--- src/rtl/sreg_pkg.sv ---
package sreg_pkg;

  localparam int DW   = 8;
  localparam int AW   = 8;
  localparam int NREG = 21;
  localparam int IW   = $clog2(NREG);

  // register slots
  localparam int I_IO0   = 0;
  localparam int I_SP    = 1;
  localparam int I_DPL   = 2;
  localparam int I_DPH   = 3;
  localparam int I_PWR   = 4;
  localparam int I_TCTL  = 5;
  localparam int I_TMODE = 6;
  localparam int I_T0L   = 7;
  localparam int I_T1L   = 8;
  localparam int I_T0H   = 9;
  localparam int I_T1H   = 10;
  localparam int I_IO1   = 11;
  localparam int I_SCTL  = 12;
  localparam int I_SDAT  = 13;
  localparam int I_IO2   = 14;
  localparam int I_IEN   = 15;
  localparam int I_IO3   = 16;
  localparam int I_IPRI  = 17;
  localparam int I_STAT  = 18;
  localparam int I_ACC   = 19;
  localparam int I_BREG  = 20;

  // direct address of each slot, indexed by slot number
  localparam logic [AW-1:0] REG_ADDR [NREG] = '{
    8'h80, 8'h81, 8'h82, 8'h83, 8'h87, 8'h88, 8'h89, 8'h8A, 8'h8B, 8'h8C,
    8'h8D, 8'h90, 8'h98, 8'h99, 8'hA0, 8'hA8, 8'hB0, 8'hB8, 8'hD0, 8'hE0,
    8'hF0
  };

  // status word bit positions
  localparam int ST_CY  = 7;
  localparam int ST_AC  = 6;
  localparam int ST_UF  = 5;
  localparam int ST_BK1 = 4;
  localparam int ST_BK0 = 3;
  localparam int ST_OV  = 2;
  localparam int ST_UB  = 1;
  localparam int ST_PAR = 0;

  function automatic bit is_port_slot(input int i);
    return (i == I_IO0) || (i == I_IO1) || (i == I_IO2) || (i == I_IO3);
  endfunction

endpackage

--- src/rtl/sreg_decode.sv ---
module sreg_decode
  import sreg_pkg::*;
#(
  parameter bit BIT_MODE = 1'b0
) (
  input  logic [AW-1:0] addr,
  output logic          hit,
  output logic [IW-1:0] idx,
  output logic          reserved
);

  localparam logic [AW-1:0] ADDR_MASK = BIT_MODE ? 8'hF8 : 8'hFF;

  logic [AW-1:0]   target;
  logic [NREG-1:0] match;

  assign target = addr & ADDR_MASK;

  for (genvar i = 0; i < NREG; i++) begin : g_match
    if (BIT_MODE) begin : g_bit
      // only slots on an 8-byte boundary answer the bit port
      assign match[i] = (REG_ADDR[i][2:0] == 3'b000) && (target == REG_ADDR[i]);
    end else begin : g_byte
      assign match[i] = (target == REG_ADDR[i]);
    end
  end

  always_comb begin
    idx = '0;
    for (int i = 0; i < NREG; i++) begin
      if (match[i]) idx = IW'(i);
    end
  end

  assign hit      = |match;
  assign reserved = addr[AW-1] & ~hit;

endmodule

--- src/rtl/sreg_cell.sv ---
module sreg_cell
  import sreg_pkg::*;
#(
  parameter logic [DW-1:0] RST_VAL = '0,
  parameter logic [DW-1:0] KEEP    = '1
) (
  input  logic                   clk,
  input  logic                   rst_n,
  input  logic                   byte_we,
  input  logic [DW-1:0]          wdata,
  input  logic                   bit_we,
  input  logic [$clog2(DW)-1:0]  bit_sel,
  input  logic                   bit_val,
  input  logic                   hw_we,
  input  logic [DW-1:0]          hw_mask,
  input  logic [DW-1:0]          hw_val,
  output logic [DW-1:0]          q
);

  logic [DW-1:0] d;
  logic          en;

  // software byte > software bit > hardware flags
  always_comb begin
    d  = q;
    en = byte_we | bit_we | hw_we;
    if (byte_we) begin
      d = wdata;
    end else if (bit_we) begin
      d          = q;
      d[bit_sel] = bit_val;
    end else if (hw_we) begin
      d = (q & ~hw_mask) | (hw_val & hw_mask);
    end
  end

  always_ff @(posedge clk or negedge rst_n) begin
    if (!rst_n) begin
      q <= RST_VAL & KEEP;
    end else if (en) begin
      q <= d & KEEP;
    end
  end

  a_r2_byte_load: assert property (@(posedge clk) disable iff (!rst_n)
    byte_we |=> q == ($past(wdata) & KEEP));

  a_r12_byte_beats_bit: assert property (@(posedge clk) disable iff (!rst_n)
    (byte_we && bit_we) |=> q == ($past(wdata) & KEEP));

  a_r6_single_bit: assert property (@(posedge clk) disable iff (!rst_n)
    (bit_we && !byte_we) |=> $countones(q ^ $past(q)) <= 1);

  a_r11_flags_only: assert property (@(posedge clk) disable iff (!rst_n)
    (hw_we && !byte_we && !bit_we) |=> ((q ^ $past(q)) & ~$past(hw_mask)) == '0);

endmodule

--- src/rtl/sreg_status.sv ---
module sreg_status
  import sreg_pkg::*;
#(
  parameter int BANK_BYTES = 8
) (
  input  logic [DW-1:0] acc,
  input  logic [DW-1:0] stat_q,
  input  logic          flag_cy,
  input  logic          flag_ac,
  input  logic          flag_ov,
  output logic [DW-1:0] stat_view,
  output logic [DW-1:0] bank_base,
  output logic [DW-1:0] hw_mask,
  output logic [DW-1:0] hw_val
);

  localparam int BANK_SHIFT = $clog2(BANK_BYTES);

  logic parity;
  logic [1:0] bank_sel;

  assign parity   = ^acc;
  assign bank_sel = {stat_q[ST_BK1], stat_q[ST_BK0]};

  always_comb begin
    stat_view         = stat_q;
    stat_view[ST_PAR] = parity;
  end

  assign bank_base = DW'(bank_sel) << BANK_SHIFT;

  always_comb begin
    hw_mask        = '0;
    hw_mask[ST_CY] = 1'b1;
    hw_mask[ST_AC] = 1'b1;
    hw_mask[ST_OV] = 1'b1;
    hw_val         = '0;
    hw_val[ST_CY]  = flag_cy;
    hw_val[ST_AC]  = flag_ac;
    hw_val[ST_OV]  = flag_ov;
  end

endmodule

--- src/rtl/sreg_file.sv ---
module sreg_file
  import sreg_pkg::*;
#(
  parameter logic [7:0] SP_INIT    = 8'h07,
  parameter logic [7:0] PORT_INIT  = 8'hFF,
  parameter int         BANK_BYTES = 8
) (
  input  logic       clk,
  input  logic       rst_n,
  input  logic [7:0] byte_addr,
  input  logic       byte_rd,
  input  logic       byte_wr,
  input  logic [7:0] byte_wdata,
  output logic [7:0] byte_rdata,
  input  logic [7:0] bit_addr,
  input  logic       bit_rd,
  input  logic       bit_wr,
  input  logic       bit_wval,
  output logic       bit_rdata,
  input  logic       flag_we,
  input  logic       flag_cy,
  input  logic       flag_ac,
  input  logic       flag_ov,
  output logic [7:0] acc_value,
  output logic [7:0] status_value,
  output logic [7:0] bank_base,
  output logic       illegal_pulse
);

  localparam int SEL_W = $clog2(DW);

  // reset: asserted asynchronously, released on the clock
  logic [1:0] rst_sync;
  logic       rst_i_n;

  always_ff @(posedge clk or negedge rst_n) begin
    if (!rst_n) rst_sync <= 2'b00;
    else        rst_sync <= {rst_sync[0], 1'b1};
  end
  assign rst_i_n = rst_sync[1];

  // address decode for both ports
  logic          bd_hit, bd_res, td_hit, td_res;
  logic [IW-1:0] bd_idx, td_idx;

  sreg_decode #(.BIT_MODE(1'b0)) u_byte_dec (
    .addr(byte_addr), .hit(bd_hit), .idx(bd_idx), .reserved(bd_res)
  );

  sreg_decode #(.BIT_MODE(1'b1)) u_bit_dec (
    .addr(bit_addr), .hit(td_hit), .idx(td_idx), .reserved(td_res)
  );

  // register storage
  logic [DW-1:0] regs_q [NREG];
  logic [DW-1:0] view   [NREG];
  logic [DW-1:0] stat_view, hw_mask, hw_val;

  sreg_status #(.BANK_BYTES(BANK_BYTES)) u_status (
    .acc      (regs_q[I_ACC]),
    .stat_q   (regs_q[I_STAT]),
    .flag_cy  (flag_cy),
    .flag_ac  (flag_ac),
    .flag_ov  (flag_ov),
    .stat_view(stat_view),
    .bank_base(bank_base),
    .hw_mask  (hw_mask),
    .hw_val   (hw_val)
  );

  for (genvar i = 0; i < NREG; i++) begin : g_reg
    localparam logic [DW-1:0] RV =
      (i == I_SP)       ? SP_INIT   :
      is_port_slot(i)   ? PORT_INIT : '0;
    localparam logic [DW-1:0] KP = (i == I_STAT) ? ~(DW'(1) << ST_PAR) : '1;

    logic byte_we_i, bit_we_i;
    assign byte_we_i = byte_wr & bd_hit & (bd_idx == IW'(i));
    assign bit_we_i  = bit_wr  & td_hit & (td_idx == IW'(i));

    if (i == I_STAT) begin : g_stat
      sreg_cell #(.RST_VAL(RV), .KEEP(KP)) u_cell (
        .clk(clk), .rst_n(rst_i_n),
        .byte_we(byte_we_i), .wdata(byte_wdata),
        .bit_we(bit_we_i), .bit_sel(bit_addr[SEL_W-1:0]), .bit_val(bit_wval),
        .hw_we(flag_we), .hw_mask(hw_mask), .hw_val(hw_val),
        .q(regs_q[i])
      );
    end else begin : g_plain
      sreg_cell #(.RST_VAL(RV), .KEEP(KP)) u_cell (
        .clk(clk), .rst_n(rst_i_n),
        .byte_we(byte_we_i), .wdata(byte_wdata),
        .bit_we(bit_we_i), .bit_sel(bit_addr[SEL_W-1:0]), .bit_val(bit_wval),
        .hw_we(1'b0), .hw_mask('0), .hw_val('0),
        .q(regs_q[i])
      );
    end
  end

  // read view with hardware parity overlaid
  always_comb begin
    for (int i = 0; i < NREG; i++) view[i] = regs_q[i];
    view[I_STAT] = stat_view;
  end

  assign byte_rdata   = bd_hit ? view[bd_idx] : '0;
  assign bit_rdata    = td_hit ? view[td_idx][bit_addr[SEL_W-1:0]] : 1'b0;
  assign acc_value    = regs_q[I_ACC];
  assign status_value = stat_view;

  // illegal-access pulse: next state and register
  logic illegal_d, illegal_q;

  assign illegal_d = ((byte_rd | byte_wr) & bd_res) | ((bit_rd | bit_wr) & td_res);

  always_ff @(posedge clk or negedge rst_i_n) begin
    if (!rst_i_n) illegal_q <= 1'b0;
    else          illegal_q <= illegal_d;
  end
  assign illegal_pulse = illegal_q;

  a_r4_pulse_has_cause: assert property (@(posedge clk) disable iff (!rst_i_n)
    illegal_pulse |-> $past(byte_rd | byte_wr | bit_rd | bit_wr));

  a_r3_low_half_quiet: assert property (@(posedge clk) disable iff (!rst_i_n)
    ((byte_rd || byte_wr) && !byte_addr[7] && !bit_rd && !bit_wr) |=> !illegal_pulse);

  a_r3_low_bits_quiet: assert property (@(posedge clk) disable iff (!rst_i_n)
    ((bit_rd || bit_wr) && !bit_addr[7] && !byte_rd && !byte_wr) |=> !illegal_pulse);

  a_r9_parity_tracks_acc: assert property (@(posedge clk) disable iff (!rst_i_n)
    !$stable(acc_value) |-> (status_value[0] == ^acc_value));

endmodule

--- config.mk ---
export PLATFORM = sky130hd
export DESIGN_NAME = sreg_file
export DESIGN_NICKNAME = d
export VERILOG_FILES = /design/src/rtl/sreg_pkg.sv /design/src/rtl/sreg_decode.sv /design/src/rtl/sreg_cell.sv /design/src/rtl/sreg_status.sv /design/src/rtl/sreg_file.sv
export SDC_FILE = /design/constraint.sdc
export NUM_CORES = 1
export LEC_CHECK = 0
export ABC_AREA = 0
export BUFFER_PORTS_ARGS = -buffer_cell sky130_fd_sc_hd__buf_2
export CORE_MARGIN = 8
export CORE_UTILIZATION = 55
export CTS_BUF_LIST = sky130_fd_sc_hd__clkbuf_4 sky130_fd_sc_hd__clkbuf_8
export DETAILED_ROUTE_END_ITERATION = 16
export PLACE_DENSITY = 0.73
export SYNTH_ARGS = -nofsm -noshare
export SYNTH_HDL_FRONTEND = slang
export SYNTH_SLANG_ARGS = --single-unit
--- constraint.sdc ---
create_clock -name clk -period 6.2 [get_ports clk]
set_input_delay 0 -clock clk [delete_from_list [all_inputs] [get_ports clk]]
set_output_delay 0 -clock clk [all_outputs]
set_load 0.02 [all_outputs]
==> impl_results.md <==
* Outcome: finished, final reports clean
* Worst endpoint required time at 6200 ps
* Row count at 52
* Synth Area in Compound Gates at 15.4%
* Slew @ Worst Pin at 1310 ps
* Worst Hold Class: primary input to register
* Critical path type: primary input to primary output
* Leakage power at 5.23 nW
* Synth unique cells at 72
* Post-layout net count at 1282
* Fraction of layout cells with a size suffix above 1 at 20.5%
* Crit-path cells: dlygate4sd3_1 > buf_2 > nor4b_1 > nand4b_1 > nand2_1 > or2_2 > nor2_1 > a32oi_1 > o211ai_1 > nor4_1 > buf_2
* R2R Path End: g_reg[18].g_stat.u_cell.q[4]
* CP Capture Type: primary output
* Post-Syn Area at 11200 um^2
* PostCTS Resize Cnt at 0
* RSZ-0062 raised after global routing: no
* Total wire length at 39300 um
* H-Tree Depth at 4
* Pwr per Cell Area at 221 nW/um^2
* Crit-path most repeated cell: buf_2
* Avg Vias per Cell at 6.69
* Hold path endpoint: g_reg[11].g_plain.u_cell.q[2]
* Gr usage total at 31.8%
* Gpl congestion at 1.00
* Global-route wire length before repair at 59700 um
* Detailed Routing Iterations Pass 1 at 6
* Worst reg2reg path depth at 1
* CTS tree: yes
* WP data arrival at 4350 ps
* Antenna violations before repair at 0
* Most common cell after layout, fill and taps aside: nand2_1
* Worst-skew pair later-pin latency at 480 ps
* Post-synthesis sequential area ratio at 38.5%
* Xor and xnor area share after synthesis at 0.706%
* Die Y at 158 um
* IO Count at 69
* Vias in the first global route at 9829
* Largest net degree at the start of global routing at 88
* Final Critical Period at 4350 ps
* Synth Area in Simple Gates at 19.3%
* Crit-path max cell delay at 880 ps
* Area grow syn2layout at 6.58%
* Fmax at 230 MHz
* Worst hold slack at 18.7 ps
* Total grt overflow at 0
* Clock slew at reported path FFs at 100 ps
* Async S/R FF share, synth at 100%
* Total Power at 2.63 mW
* Main combinational cell family by area after synthesis: multiplexers
* Total negative slack at 0 ps
* Vias at 10200
* Most used DFF post-synth: dfrtp_1
* CTS Hold Bufs at 12
* IO buf count at 62
* Relative slew margins at 12.1%
* CORE AREA at 20100 um^2
* CP Launch Type: primary input
* EDFF count, synth at 0
* Most frequent cells in the layout: nand2_1 (200), dfrtp_1 (134), nor2_1 (123)
* Reg2Reg Setup Slack at 4380 ps
* # setup viols final at 0
* Synth warn at 0
* Reg-to-reg startpoint: rst_sync[1]
* ANT cells at 0
* Worst Clk Skew at 9.09 ps
* Period utilization at 70.1%
* Avg Inst Size Synth at 8.89 um^2
* Cts bufs inserted at 17
* Wire per inst at 25.7 um
* Worst min-delay path startpoint: byte_wdata[2]
* Yosys reg bits at 170
* Die ar. at 25100 um^2
* Setup Fix Bufs, Post-CTS at 0
* CTS Sinks at 170
* Final Hold Viols at 0
* Bufs on Longest Clock Path at 2
* Initial Util at 55.5%
* Root buffer cell: clkbuf_8
* Max Slew Vio Count at 0
* Final ANT Viol Nets at 0
* Hold Path Stages at 3
* Post-Synthesis Cells at 1255
* Die W at 158 um
* Post-detail-place hpwl at 26700 um
* Detailed Route Iter0 Violations at 1423
* Post-synthesis mux area share at 20.9%
* Peak supply drop at 106 uV
* Fin area at 11900 um^2
* Crit Path Max Fanout at 40
* Synth Area in Adders at 0%
* Area after DPL at 11400 um^2
* Post-route DRC at 0
* Max Cap Violations at 0
* Slowest cell on crit path: nor4b_1
synthesized netlist by cell type (all sizes together), types with 9 or more instances:
master / number / area, um^2
nand2: 200 / 751
dfrtp: 135 / 3380
nor2: 127 / 482
mux2i: 115 / 1150
a21oi: 102 / 510
mux2: 89 / 1000
clkbuf: 80 / 300
o21ai: 66 / 330
buf: 38 / 248
dfstp: 35 / 920
nand3: 18 / 90.1
nand2b: 15 / 93.8
nor3: 13 / 87.6
a221o: 12 / 120
and3: 12 / 75.1
nand4: 11 / 68.8
nor4: 10 / 62.6
a221oi: 9 / 78.8
o211ai: 9 / 67.6
layer usage:
metal  global-route usage (%)  vias to the layer above  share of wire (%)  wire length [um]
li1                         -                     4463                  -                 -
met3                     6.98                      149                 11              4490
met2                     47.3                      706                 44             17200
met4                     16.4                        0                5.3              2090
met5                        0                        -                  0                 0
met1                     42.9                     4917                 39             15500
registers in the layout, indices dropped and copies added, names as in the netlist:
| signal | flops |
|---|---|
| g.g_plain.u_cell.q | 160 |
| g.g_stat.u_cell.q | 7 |
| rst_sync | 2 |
| illegal_pulse | 1 |
critical path, delay by kind of cell:
family | cells | cell delay (ps)
AOI/OAI and AO/OA | 2 | 630
and+or+nand+nor | 6 | 2800
buffers and inverters | 3 | 910
where the power goes:
part,switching (mW),internal (mW)
registers,0.107,1.23
clock network,0.478,0.293
logic,0.327,0.197
total,0.912,1.72
layout make-up:
cell class,instances,area (um^2)
repair buffers,86,523
inverters,5,18.8
flip-flops and latches,170,4300
well taps,270,338
clock buffers,17,234
fillers,1810,8210
clock inverters,15,138
multi-input cells,967,6340
worst max-delay path by stage:
| stage | from | end | slack, ps | cells past startpoint |
|---|---|---|---|---|
| 2_1_floorplan | rst_sync[1] | g_reg[10].g_plain.u_cell.q[0] | 1170 | 0 |
| 3_5_place_dp | bit_addr[4] | bit_rdata | 2380 | 10 |
| 3_3_place_gp | bit_addr[4] | bit_rdata | 2480 | 10 |
| 4_1_cts | byte_addr[7] | byte_rdata[2] | 2030 | 11 |
| 6_report | byte_addr[7] | byte_rdata[2] | 1850 | 11 |
| 5_1_grt | byte_addr[7] | byte_rdata[2] | 1610 | 11 |
through the flow:
stage | cells | setup WS, ps | utilization (%)
finish | 1530 | 1850 | 59.2
global route | 1530 | 1610 | 59.2
CTS | 1529 | 2030 | 59.1
detailed placement | 1485 | 2380 | 56.7
global placement | 1485 | 2480 | 56.7
floorplan | 1260 | 1170 | -
kinds of logic (layout without fill, tap and decap cells):
family	count (synthesis)	in the layout
compound gates	274	274
mux	212	212
buf+inv	123	123
simple gates	465	465
xor+xnor	9	9
other cells	2	7
flops	170	170
(Power assumes the default switching activity.)
